## config.mk

```make
export PLATFORM = sky130hd
export DESIGN_NAME = sram_page_cursor
export DESIGN_NICKNAME = d
export VERILOG_FILES = /design/src/rtl/spc_pkg.sv /design/src/rtl/spc_rst_sync.sv /design/src/rtl/spc_pointer.sv /design/src/rtl/spc_port.sv /design/src/rtl/sram_page_cursor.sv
export SDC_FILE = /design/constraint.sdc
export NUM_CORES = 1
export LEC_CHECK = 0
export BUFFER_PORTS_ARGS = -buffer_cell sky130_fd_sc_hd__buf_2
export CORE_MARGIN = 3
export CORE_UTILIZATION = 43
export DETAILED_ROUTE_END_ITERATION = 16
export GPL_TIMING_DRIVEN = 0
export PLACE_DENSITY = 0.73
export SETUP_SLACK_MARGIN = 0.3
export SLEW_MARGIN = 30
export SYNTH_ARGS = -nofsm -noshare
export SYNTH_HDL_FRONTEND = slang
export SYNTH_SLANG_ARGS = --single-unit
export TNS_END_PERCENT = 30
```

## constraint.sdc

```tcl
create_clock -name clk -period 1.9 [get_ports clk]
set_input_delay 0.285 -clock clk [delete_from_list [all_inputs] [get_ports clk]]
set_output_delay 0.285 -clock clk [all_outputs]
set_load 0.05 [all_outputs]
```

## src/rtl/spc_pkg.sv

```systemverilog
package spc_pkg;
  localparam int ADDR_W     = 21;
  localparam int PAGE_W     = 16;
  localparam int OFF_W      = 5;
  localparam int BYTE_W     = 8;
  localparam int UNIT_BYTES = 131072;
endpackage

```

## src/rtl/spc_rst_sync.sv

```systemverilog
module spc_rst_sync #(
  parameter int STAGES = 2
) (
  input  logic clk,
  input  logic rst_n,
  output logic rst_sync_n
);
  logic [STAGES-1:0] chain_q;
  logic [STAGES-1:0] chain_d;

  always_comb chain_d = {chain_q[STAGES-2:0], 1'b1};

  always_ff @(posedge clk or negedge rst_n) begin
    if (!rst_n) chain_q <= '0;
    else        chain_q <= chain_d;
  end

  assign rst_sync_n = chain_q[STAGES-1];
endmodule

```

## src/rtl/spc_pointer.sv

```systemverilog
module spc_pointer
  import spc_pkg::*;
#(
  parameter int MEM_BYTES = UNIT_BYTES
) (
  input  logic              clk,
  input  logic              rst_n,
  input  logic              hi_wr,
  input  logic              lo_wr,
  input  logic [BYTE_W-1:0] wr_byte,
  input  logic              step,
  output logic [ADDR_W-1:0] cursor
);
  localparam logic [ADDR_W:0]   SIZE_W = (ADDR_W+1)'(MEM_BYTES);
  localparam logic [ADDR_W-1:0] LAST   = ADDR_W'(MEM_BYTES - 1);

  logic [BYTE_W-1:0] hi_q, hi_d;
  logic [ADDR_W-1:0] cur_q, cur_d;
  logic [ADDR_W:0]   seed;
  logic [ADDR_W:0]   seed_mod;

  always_comb begin
    seed     = {1'b0, hi_q, wr_byte, {OFF_W{1'b0}}};
    seed_mod = seed % SIZE_W;
    hi_d     = hi_q;
    cur_d    = cur_q;
    if (hi_wr) hi_d = wr_byte;
    if (lo_wr)
      cur_d = seed_mod[ADDR_W-1:0];
    else if (step)
      cur_d = (cur_q == LAST) ? '0 : cur_q + 1'b1;
  end

  always_ff @(posedge clk or negedge rst_n) begin
    if (!rst_n) begin
      hi_q  <= '0;
      cur_q <= '0;
    end else begin
      if (hi_wr)         hi_q  <= hi_d;
      if (lo_wr || step) cur_q <= cur_d;
    end
  end

  assign cursor = cur_q;
endmodule

```

## src/rtl/spc_port.sv

```systemverilog
module spc_port
  import spc_pkg::*;
(
  input  logic              clk,
  input  logic              rst_n,
  input  logic              run,
  input  logic              load_stall,
  input  logic              power_save,
  input  logic              req_valid,
  input  logic              req_write,
  input  logic [BYTE_W-1:0] req_wdata,
  output logic              req_ready,
  output logic              step,
  output logic              sram_en,
  output logic              sram_we,
  output logic [BYTE_W-1:0] sram_wdata,
  output logic              rsp_valid
);
  logic rsp_q, rsp_d;
  logic write_blocked;

  always_comb begin
    req_ready     = run && !load_stall;
    step          = req_valid && req_ready;
    write_blocked = req_write && power_save;
    sram_en       = step && !write_blocked;
    sram_we       = step && req_write && !power_save;
    sram_wdata    = req_wdata;
    rsp_d         = step && !req_write;
  end

  always_ff @(posedge clk or negedge rst_n) begin
    if (!rst_n) rsp_q <= 1'b0;
    else        rsp_q <= rsp_d;
  end

  assign rsp_valid = rsp_q;
endmodule

```

## src/rtl/sram_page_cursor.sv

```systemverilog
module sram_page_cursor
  import spc_pkg::*;
#(
  parameter int SIZE_UNITS = 16
) (
  input  logic              clk,
  input  logic              rst_n,
  input  logic              power_save,
  input  logic              pg_wr_en,
  input  logic              pg_wr_sel,
  input  logic [BYTE_W-1:0] pg_wr_data,
  input  logic              pg_rd_sel,
  output logic [BYTE_W-1:0] pg_rd_data,
  input  logic              req_valid,
  output logic              req_ready,
  input  logic              req_write,
  input  logic [BYTE_W-1:0] req_wdata,
  output logic              rsp_valid,
  output logic [BYTE_W-1:0] rsp_rdata,
  output logic              sram_en,
  output logic              sram_we,
  output logic [ADDR_W-1:0] sram_addr,
  output logic [BYTE_W-1:0] sram_wdata,
  input  logic [BYTE_W-1:0] sram_rdata
);
  localparam int MEM_BYTES = SIZE_UNITS * UNIT_BYTES;

  logic rst_sync_n;
  logic hi_wr, lo_wr, step;
  logic [ADDR_W-1:0] cursor;

  spc_rst_sync #(.STAGES(2)) u_rst (
    .clk(clk), .rst_n(rst_n), .rst_sync_n(rst_sync_n)
  );

  always_comb begin
    hi_wr = pg_wr_en && pg_wr_sel && rst_sync_n;
    lo_wr = pg_wr_en && !pg_wr_sel && rst_sync_n;
  end

  spc_pointer #(.MEM_BYTES(MEM_BYTES)) u_ptr (
    .clk(clk), .rst_n(rst_sync_n), .hi_wr(hi_wr), .lo_wr(lo_wr),
    .wr_byte(pg_wr_data), .step(step), .cursor(cursor)
  );

  spc_port u_port (
    .clk(clk), .rst_n(rst_sync_n), .run(rst_sync_n), .load_stall(lo_wr),
    .power_save(power_save), .req_valid(req_valid), .req_write(req_write),
    .req_wdata(req_wdata), .req_ready(req_ready), .step(step),
    .sram_en(sram_en), .sram_we(sram_we), .sram_wdata(sram_wdata),
    .rsp_valid(rsp_valid)
  );

  assign sram_addr  = cursor;
  assign rsp_rdata  = sram_rdata;
  assign pg_rd_data = pg_rd_sel ? cursor[ADDR_W-1 -: BYTE_W] : cursor[OFF_W +: BYTE_W];
endmodule

```

# Word-level counts from Yosys, hierarchy flattened
# Cells that the tools add are included.
[totals]
input_bits = 32
output_inout_bits = 49
ff_bits = 32
word_cells = 29
[classes]
n_addsub = 1
reduce_logical = 19
mux = 4
eq_ne = 1
[op_table]
columns = ["cell", "n"]
rows = [
  ["21-bit two-way mux", 3],
  ["21-bit by 1-bit adder with 21-bit output, second input constant", 1],
  ["21-bit equality test, second input constant", 1],
  ["1-bit logical AND", 11],
  ["8-bit two-way mux", 1],
  ["1-bit logical NOT", 5],
  ["2-bit AND reduction", 1],
  ["2-bit nonzero test", 1],
  ["1-bit logical OR", 1],
]

# Depth between registers and ports, before layout
# Gate-level depths: netlist of run 1.
[depth]
depth_word = 8
mapped_depth = 6
mapped_depth_nobuf = 6

# Cells and area by module
# From an unflattened synthesis of run 1, not the netlist that was laid out.
[hier_totals]
cells_unflattened = 191
hier_area_um2 = 1953.1
[modules_own_cells]
columns = ["module", "cells_per_inst", "area_per_inst_um2", "seq_area_each_um2", "instances"]
rows = [
  ["spc_pointer", 154, 1556.5, 725.7, 1],
  ["sram_page_cursor", 19, 206.4, 0.0, 1],
  ["spc_port", 15, 136.4, 25.0, 1],
  ["spc_rst_sync", 3, 53.8, 50.0, 1],
]

# Worst setup path before layout of run 1
# No wires, ideal clock.
[synth_timing]
path_kind = "register -> output"
start = "reg u_rst.chain_q[1]"
end = "out sram_we"
arrival_ns = 2.718
slack_ns = -1.103
required_time_ns = 1.615
path_stages_with_launch = 3
n_path_buf = 0
cell_sequence = "dfrtp_1 > nand3_1 > nor3b_1"
[synth_via]
elab_chain_cells = 6
[synth_lines]
columns = ["item", "line_no", "rtl"]
rows = [
  ["start, declared", "spc_rst_sync.sv:8", "logic [STAGES-1:0] chain_q;"],
  ["start signal, assigned", "spc_rst_sync.sv:15", "else chain_q <= chain_d;"],
  ["1-bit logical AND", "sram_page_cursor.sv:38", "lo_wr = pg_wr_en && !pg_wr_sel && rst_sync_n;"],
  ["1-bit logical NOT", "spc_port.sv:23", "req_ready = run && !load_stall;"],
  ["1-bit logical AND *", "spc_port.sv:23", ""],
  ["1-bit logical AND *", "spc_port.sv:24", "step = req_valid && req_ready;"],
  ["1-bit logical AND * (2 in a row)", "spc_port.sv:27", "sram_we = step && req_write && !power_save;"],
  ["end, declared", "sram_page_cursor.sv:21", "output logic sram_we,"],
]
# Mark *: on every way between the ends. The rest lies on a longest branch, timed or not.

# Worst setup path in the final report of run 1
[layout_timing]
start = "reg u_ptr.cur_q[14] (netlist: u_ptr.cursor[14])"
end = "out pg_rd_data[1]"
[layout_via]
elab_chain_cells = 1
[layout_lines]
columns = ["item", "line_no", "rtl"]
rows = [
  ["start, declared", "spc_pointer.sv:18", "logic [ADDR_W-1:0] cur_q, cur_d;"],
  ["start signal, assigned", "spc_pointer.sv:40", "if (lo_wr || step) cur_q <= cur_d;"],
  ["8-bit two-way mux", "sram_page_cursor.sv:56", "assign pg_rd_data = pg_rd_sel ? cursor[ADDR_W-1 -: BYTE_W] : cursor[OFF_W +: BYTE_W];"],
  ["end, declared", "sram_page_cursor.sv:13", "output logic [BYTE_W-1:0] pg_rd_data,"],
]
# No other way between the ends.

==> results.md, run 1 <==
* Total Routed Length at 5540 um
* Routed len/inst at roughly 16 um
* Post-DP HPWL at approximately 3600 um
* Starting Density at between 40% and 50%
* Core region area at 0.00409 mm2
* Switch share at 44.0%
* Final setup viols at 0
* Yosys reg bits at 32
* Post-Syn Nets at 221
* Initial antenna violation count at 0
* Layout Nets at 326
* Critical Path Fanout Max at 5
* Max-Cap Viols at 0
* Global placement routability congestion at between 0.8 and 0.9
* Status: completed
* Clk pwr share at around a fifth
* Post-route ant nets at 0
* P&R area growth vs syn at 46.7%
* Setup TNS Final at 0 ps
* Reg area at 827 um2
* Setup crit end kind: output pin
* Clk buf depth at 2
* Worst path buffer plus inverter count at 2
* DIE WIDTH at 72.0 um
* Via count at around 1,900
* VDD IR-drop max at 0.579 mV
* Worst EP arrival at between 1000 and 1500 ps
* Site Rows at 23
* Grt total ovfl at 0
* Critical Path Start Type: flop
* Sequential Power Share at 36.2%
* GRT Overall Usage at 22.7%
* Period minus WS final at ~1700 ps
* Die height at 72.0 um
* First-pass GRT wire length at 9020 um
* Share of layout cells above drive strength 1 at between 60% and 70%
* Vias/cell at between 5 and 6
* P_leak at 1.30 nW
* H-tree depth at 2
* Top Ports at 81
* Synth cell types at 44
* Synth Warn # at 0
* Root buf cell: clkbuf_8
* Final Hold Viols at 0
* Area of the multi-input gates at 0.00100 mm2
* Pre-CTS WS at -126 ps
* CTS buffer count at 5
* WP data required at between 1500 and 2000 ps
* Unrepaired setup endpoints after global routing: yes
* FMAX at 604 MHz
* Internal power at 1.50 mW
* Slew Limit Fails at 0
* Setup ws final at 243 ps
* CTS tree: built
* Largest area contributor in the synthesized netlist: dfrtp_1
* Pwr per Cell Area at between 900 and 1000 mW/mm2
* Switch Pwr at 1.18 mW
* Placed instance area at 0.00232 mm2
* Gate count of the mapped netlist at 188
* Die ar. at 0.00518 mm2
* WS Path Type: reg2out
* Clock Sinks at 32
* Clock slew at reported path FFs at 70 ps
* Synth top area cells: dfrtp_1, mux2_2, buf_4
* Number of global-route vias before repair at 1,821
* Post-synth top area share at 42.8%
* Later-pin clock latency in the skew report at 290 ps
* Worst Clk Skew at slightly above 5 ps
* CP top delay family: flip-flops
* ANT cells at 0
* IO buf count at 63
* DRC viols at 0
* Crit-path cells: buf_4 > mux2_2 > buf_2
* Total iterations of the first detailed-routing run at 4
* Initial DRC Count at between 150 and 200
* Post-Synthesis Cell Area at 0.00187 mm2
* Slowest cell on crit path: dfrtp_2
* Fin crit share at 87.2%
* Post-synthesis sequential area ratio at 42.8%
* Synthesized area per cell at ~10 um2
* Logic pwr share at 43.3%
* Largest net degree at the start of global routing at 18
* Fin area at approximately 0.0027 mm2
* Hold crit path type: reg2async
* Fillcell total at 358
* Total power at 2.68 mW
* Worst path max stage delay at 450 ps
[cell families (layout without fill, tap and decap cells)]
kind of cell / after synthesis / count (layout) / share of synthesized area [%]
simple gates: 63 / 63 / 19.7
compound gates: 44 / 44 / 16.4
flops: 32 / 32 / 42.8
buf+inv: 26 / 132 / 8.56
mux: 14 / 14 / 8.42
xor+xnor: 7 / 7 / 3.28
fa+ha+maj: 1 / 1 / 0.668
other cells: 1 / 1 / 0.200
[Yosys cell counts (all sizes together)]
| cell type | n |
|---|---|
| nand2 | 18 |
| or2 | 1 |
| o31ai | 1 |
| nand3 | 13 |
| a31o | 4 |
| nor4 | 2 |
| a32o | 1 |
| inv | 6 |
| buf | 18 |
| and3 | 3 |
| o21ai | 14 |
| o211ai | 4 |
| a22oi | 6 |
| clkbuf | 2 |
| a21o | 3 |
| and2 | 2 |
| o22ai | 1 |
| xor2 | 3 |
| nor3b | 1 |
| ha | 1 |
| nor3 | 6 |
| o311ai | 5 |
| nand4 | 7 |
| mux2 | 14 |
| nor2 | 9 |
| xnor2 | 4 |
| conb | 1 |
| nand2b | 1 |
| a21oi | 3 |
| dfrtp | 32 |
| a221o | 2 |
[registers in the layout, indices dropped and copies added, names as in the netlist]
name and count:
u_rst.chain_q 2, u_port.rsp_valid 1, u_ptr.cursor 21, u_ptr.hi_q 8
[layout make-up]
cell class / instances / share of cell area (%)
sequential: 32 / 30.1
multi-input combinational: 130 / 36.5
tap: 50 / 2.28
buffer: 20 / 5.28
inverter: 6 / 0.820
clock buffer: 8 / 3.28
timing repair buffer: 98 / 21.7
[cells in the final DEF (no fill, tap or decap), types with 11 or more instances in the layout]
cell,n
dfrtp_2,18
buf_2,61
mux2_2,14
dfrtp_1,13
nand2_1,16
nand3_1,11
buf_4,51
o21ai_0,12
[final timing paths]
kind                                       start               end  slack (ps)  cells past startpoint
worst max-delay path            u_ptr.cursor[14]     pg_rd_data[1]         240                      3
worst min-delay path            u_rst.chain_q[1]  u_ptr.cursor[17]         130                      0
worst max register to register   u_ptr.cursor[1]  u_ptr.cursor[19]         270                      5
worst min register to register  u_rst.chain_q[1]  u_ptr.cursor[17]         130                      0
max in group asynchronous       u_rst.chain_q[1]   u_ptr.cursor[0]        1130                      2
min in group clk                       req_write  u_port.rsp_valid         180                      2
[what timing repair did]
action                     CTS  global route
buffers inserted            16            18
setup endpoints to repair   38            39
hold endpoints to repair     2             0
pin swaps                    8            11
gates cloned                 0             0
hold buffers                 1             0
resized for setup            6            14
[metal layers]
layer	GRT usage (%)	routed length, um
met1	30.3	2340
met3	4.02	357
met4	7.52	105
met5	0	0
met2	37.4	2740
[stage by stage]
step / hold WS, ps / instances / utilization [%]
5_1_grt: 140 / 344 / 67.2
6_report: 132 / 344 / 67.2
3_3_place_gp: 71.0 / 301 / 56.7
2_1_floorplan: -10.6 / 188 / -
4_1_cts: 131 / 326 / 62.9
3_5_place_dp: 71.0 / 301 / 56.7
[power by group through the flow]
| stage | Combinational [mW] | Clock (mW) | Sequential (mW) |
|---|---|---|---|
| final | 1.16 | 0.548 | 0.971 |
| after global routing | 1.23 | 0.583 | 0.990 |
| after CTS | 1.04 | 0.553 | 0.982 |
| after detailed placement | 0.964 | 0 | 1.02 |
| after global placement | 0.951 | 0 | 1.01 |
| after floorplan | 0.473 | 0 | 1.27 |
Power figures use the tool's default switching activity.
==> inputs of run 2 (changes only) <==
--- a/config.mk
+++ b/config.mk
@@ -5,9 +5,10 @@
 export SDC_FILE = /design/constraint.sdc
 export NUM_CORES = 1
 export LEC_CHECK = 0
-export BUFFER_PORTS_ARGS = -buffer_cell sky130_fd_sc_hd__buf_2
+export BUFFER_PORTS_ARGS = -buffer_cell sky130_fd_sc_hd__clkbuf_2
 export CORE_MARGIN = 3
 export CORE_UTILIZATION = 43
+export CTS_CLUSTER_SIZE = 8
 export DETAILED_ROUTE_END_ITERATION = 16
 export GPL_TIMING_DRIVEN = 0
 export PLACE_DENSITY = 0.73
==> results.md, run 2 (synthesis gave the netlist of run 1 again) <==
* Status: completed
* Root buf cell: clkbuf_8
* Most common cell after layout, fill and taps aside: clkbuf_2
* H-tree depth at 2 (unchanged)
* Most frequent cells in the layout: clkbuf_2, buf_4, dfrtp_2
* Unrepaired setup endpoints after global routing: yes
* Fillcell total at 335 (-6.4%)
* Period minus WS final at 1670 ps (+13.8 ps)
* Setup crit end kind: output pin
* DRC viols at 0 (unchanged)
* Die ar. at 0.00518 mm2 (unchanged)
* GRT Overall Usage at 21.9% (-0.81 points)
* Layout Nets at 319 (-2.1%)
* Number of global-route vias before repair at 1,810 (-0.60%)
* Top Metal Used: met4
* Via count at 1,881 (+0.27%)
* Die height at 72.0 um (unchanged)
* Worst EP arrival at 1390 ps (+20 ps)
* Total iterations of the first detailed-routing run at 4 (unchanged)
* P&R area growth vs syn at 45.5%
* Top Ports at 81 (unchanged)
* Later-pin clock latency in the skew report at 290 ps (about the same)
* Metal3 WL at 506 um (+42%)
* Post-route ant nets at 0 (unchanged)
* Metal-1 WL at 2190 um (-6.8%)
* WS Path Type: reg2out
* Placed Cells incl. Taps at 301 (unchanged)
* WP data required at 1620 ps (about the same)
* Starting Density at 45.8% (unchanged)
* Final Hold Viols at 0 (unchanged)
* First-pass GRT wire length at 8730 um (-3.2%)
* Met2 WL at 2740 um (about the same)
* Slew Limit Fails at 0 (unchanged)
* DIE WIDTH at 72.0 um (unchanged)
* Vias/cell at 5.58 (+2.3%)
* Critical Path Start Type: flop
* Initial antenna violation count at 0 (unchanged)
* FMAX at 599 MHz (-0.83%)
* Worst Clk Skew at 4.25 ps (-0.859 ps)
* Final setup viols at 0 (unchanged)
* Clk buf depth at 2 (unchanged)
* VDD IR-drop max at 0.637 mV (+10%)
* Routed len/inst at 16.3 um (+1.4%)
* CTS tree: built
* Max reg flops at 21 (unchanged)
* Initial DRC Count at 107 (-43%)
* Core region area at 0.00409 mm2 (unchanged)
* Global placement routability congestion at 0.845 (unchanged)
* Fin crit share at 87.9% (+0.73 points)
* Critical Path Fanout Max at 10 (+5)
* ANT cells at 0 (unchanged)
* Largest net degree at the start of global routing at 18 (unchanged)
* Total Routed Length at 5510 um (-0.65%)
* Pwr per Cell Area at 968 mW/mm2 (-0.81%)
* Grt total ovfl at 0 (unchanged)
* IO buf count at 63 (unchanged)
* Clock slew at reported path FFs at 60 ps (about the same)
* Clock Sinks at 32 (unchanged)
* P_leak at 1.24 nW (-4.6%)
* Hold crit path type: in2reg
* Post-DP HPWL at 3650 um (+0.75%)
* Site Rows at 23 (unchanged)
* CTS buffer count at 5 (unchanged)
* Share of layout cells above drive strength 1 at 61.0% (-0.25 points)
* Non-Filler Instances at 337 (-2.0%)
* Total power at 2.64 mW (-1.7%)
* Max-Cap Viols at 0 (unchanged)
-- run 2: worst max-delay path, stage by stage (launching register included) --
cell	delay [ps]
dfrtp_4	460
nand3_4	170
nor3b_4	210
clkbuf_4	250
-- run 2: what timing repair did --
action	4_1_cts	5_1_grt
hold buffers	1	0
setup buffers	14	12
pin swaps	7	13
gates cloned	0	1
resized for setup	9	19
endpoints found under the setup margin	38	32
hold endpoints to repair	2	0
-- run 2: layout make-up --
class	instances	area (um2)	area share, %
Multi-Input combinational cell	130	1020	37.5
Sequential cell	32	827	30.4
Tap cell	50	62.6	2.30
Clock buffer	8	80.1	2.94
Buffer	20	153	5.61
Inverter	6	22.5	0.827
Timing Repair Buffer	91	557	20.5
-- run 2: path summary, 6_finish.rpt --
path                                   from               end  slack, ps  cells after the start
max                        u_rst.chain_q[1]           sram_we        230                      3
min                               req_write  u_port.rsp_valid        190                      2
max reg2reg                 u_ptr.cursor[1]   u_ptr.cursor[6]        240                      7
min reg2reg                u_rst.chain_q[1]   u_ptr.cursor[6]        360                      1
max in group asynchronous  u_rst.chain_q[1]   u_ptr.cursor[8]       1140                      2
min in group asynchronous             rst_n  u_rst.chain_q[1]        300                      2
-- run 2: per-layer routing --
metal	GRT usage, %	vias to the layer above
met4	8.35	0
met2	35.9	95
met1	28.4	906
met5	0	-
li1	-	872
met3	4.71	8
-- run 2: metrics by stage --
step | utilization (%) | hold WS, ps | instance area [um2] | worst slack, ps | TNS (ps)
after floorplan | - | -10.6 | 1940 | 182 | 0
after global placement | 56.7 | 71.9 | 2320 | -132 | -1370
after detailed placement | 56.7 | 71.5 | 2320 | -182 | -1430
after CTS | 62.5 | 186 | 2550 | 224 | 0
after global routing | 66.6 | 202 | 2720 | 164 | 0
final | 66.6 | 190 | 2720 | 229 | 0
-- run 2: report_power, final --
group	leakage, nW	switching, mW	internal (mW)	total [mW]
combinational	0.822	0.760	0.377	1.14
sequential	0.377	0.177	0.813	0.990
clock	0.0395	0.248	0.260	0.508
total	1.24	1.19	1.45	2.64
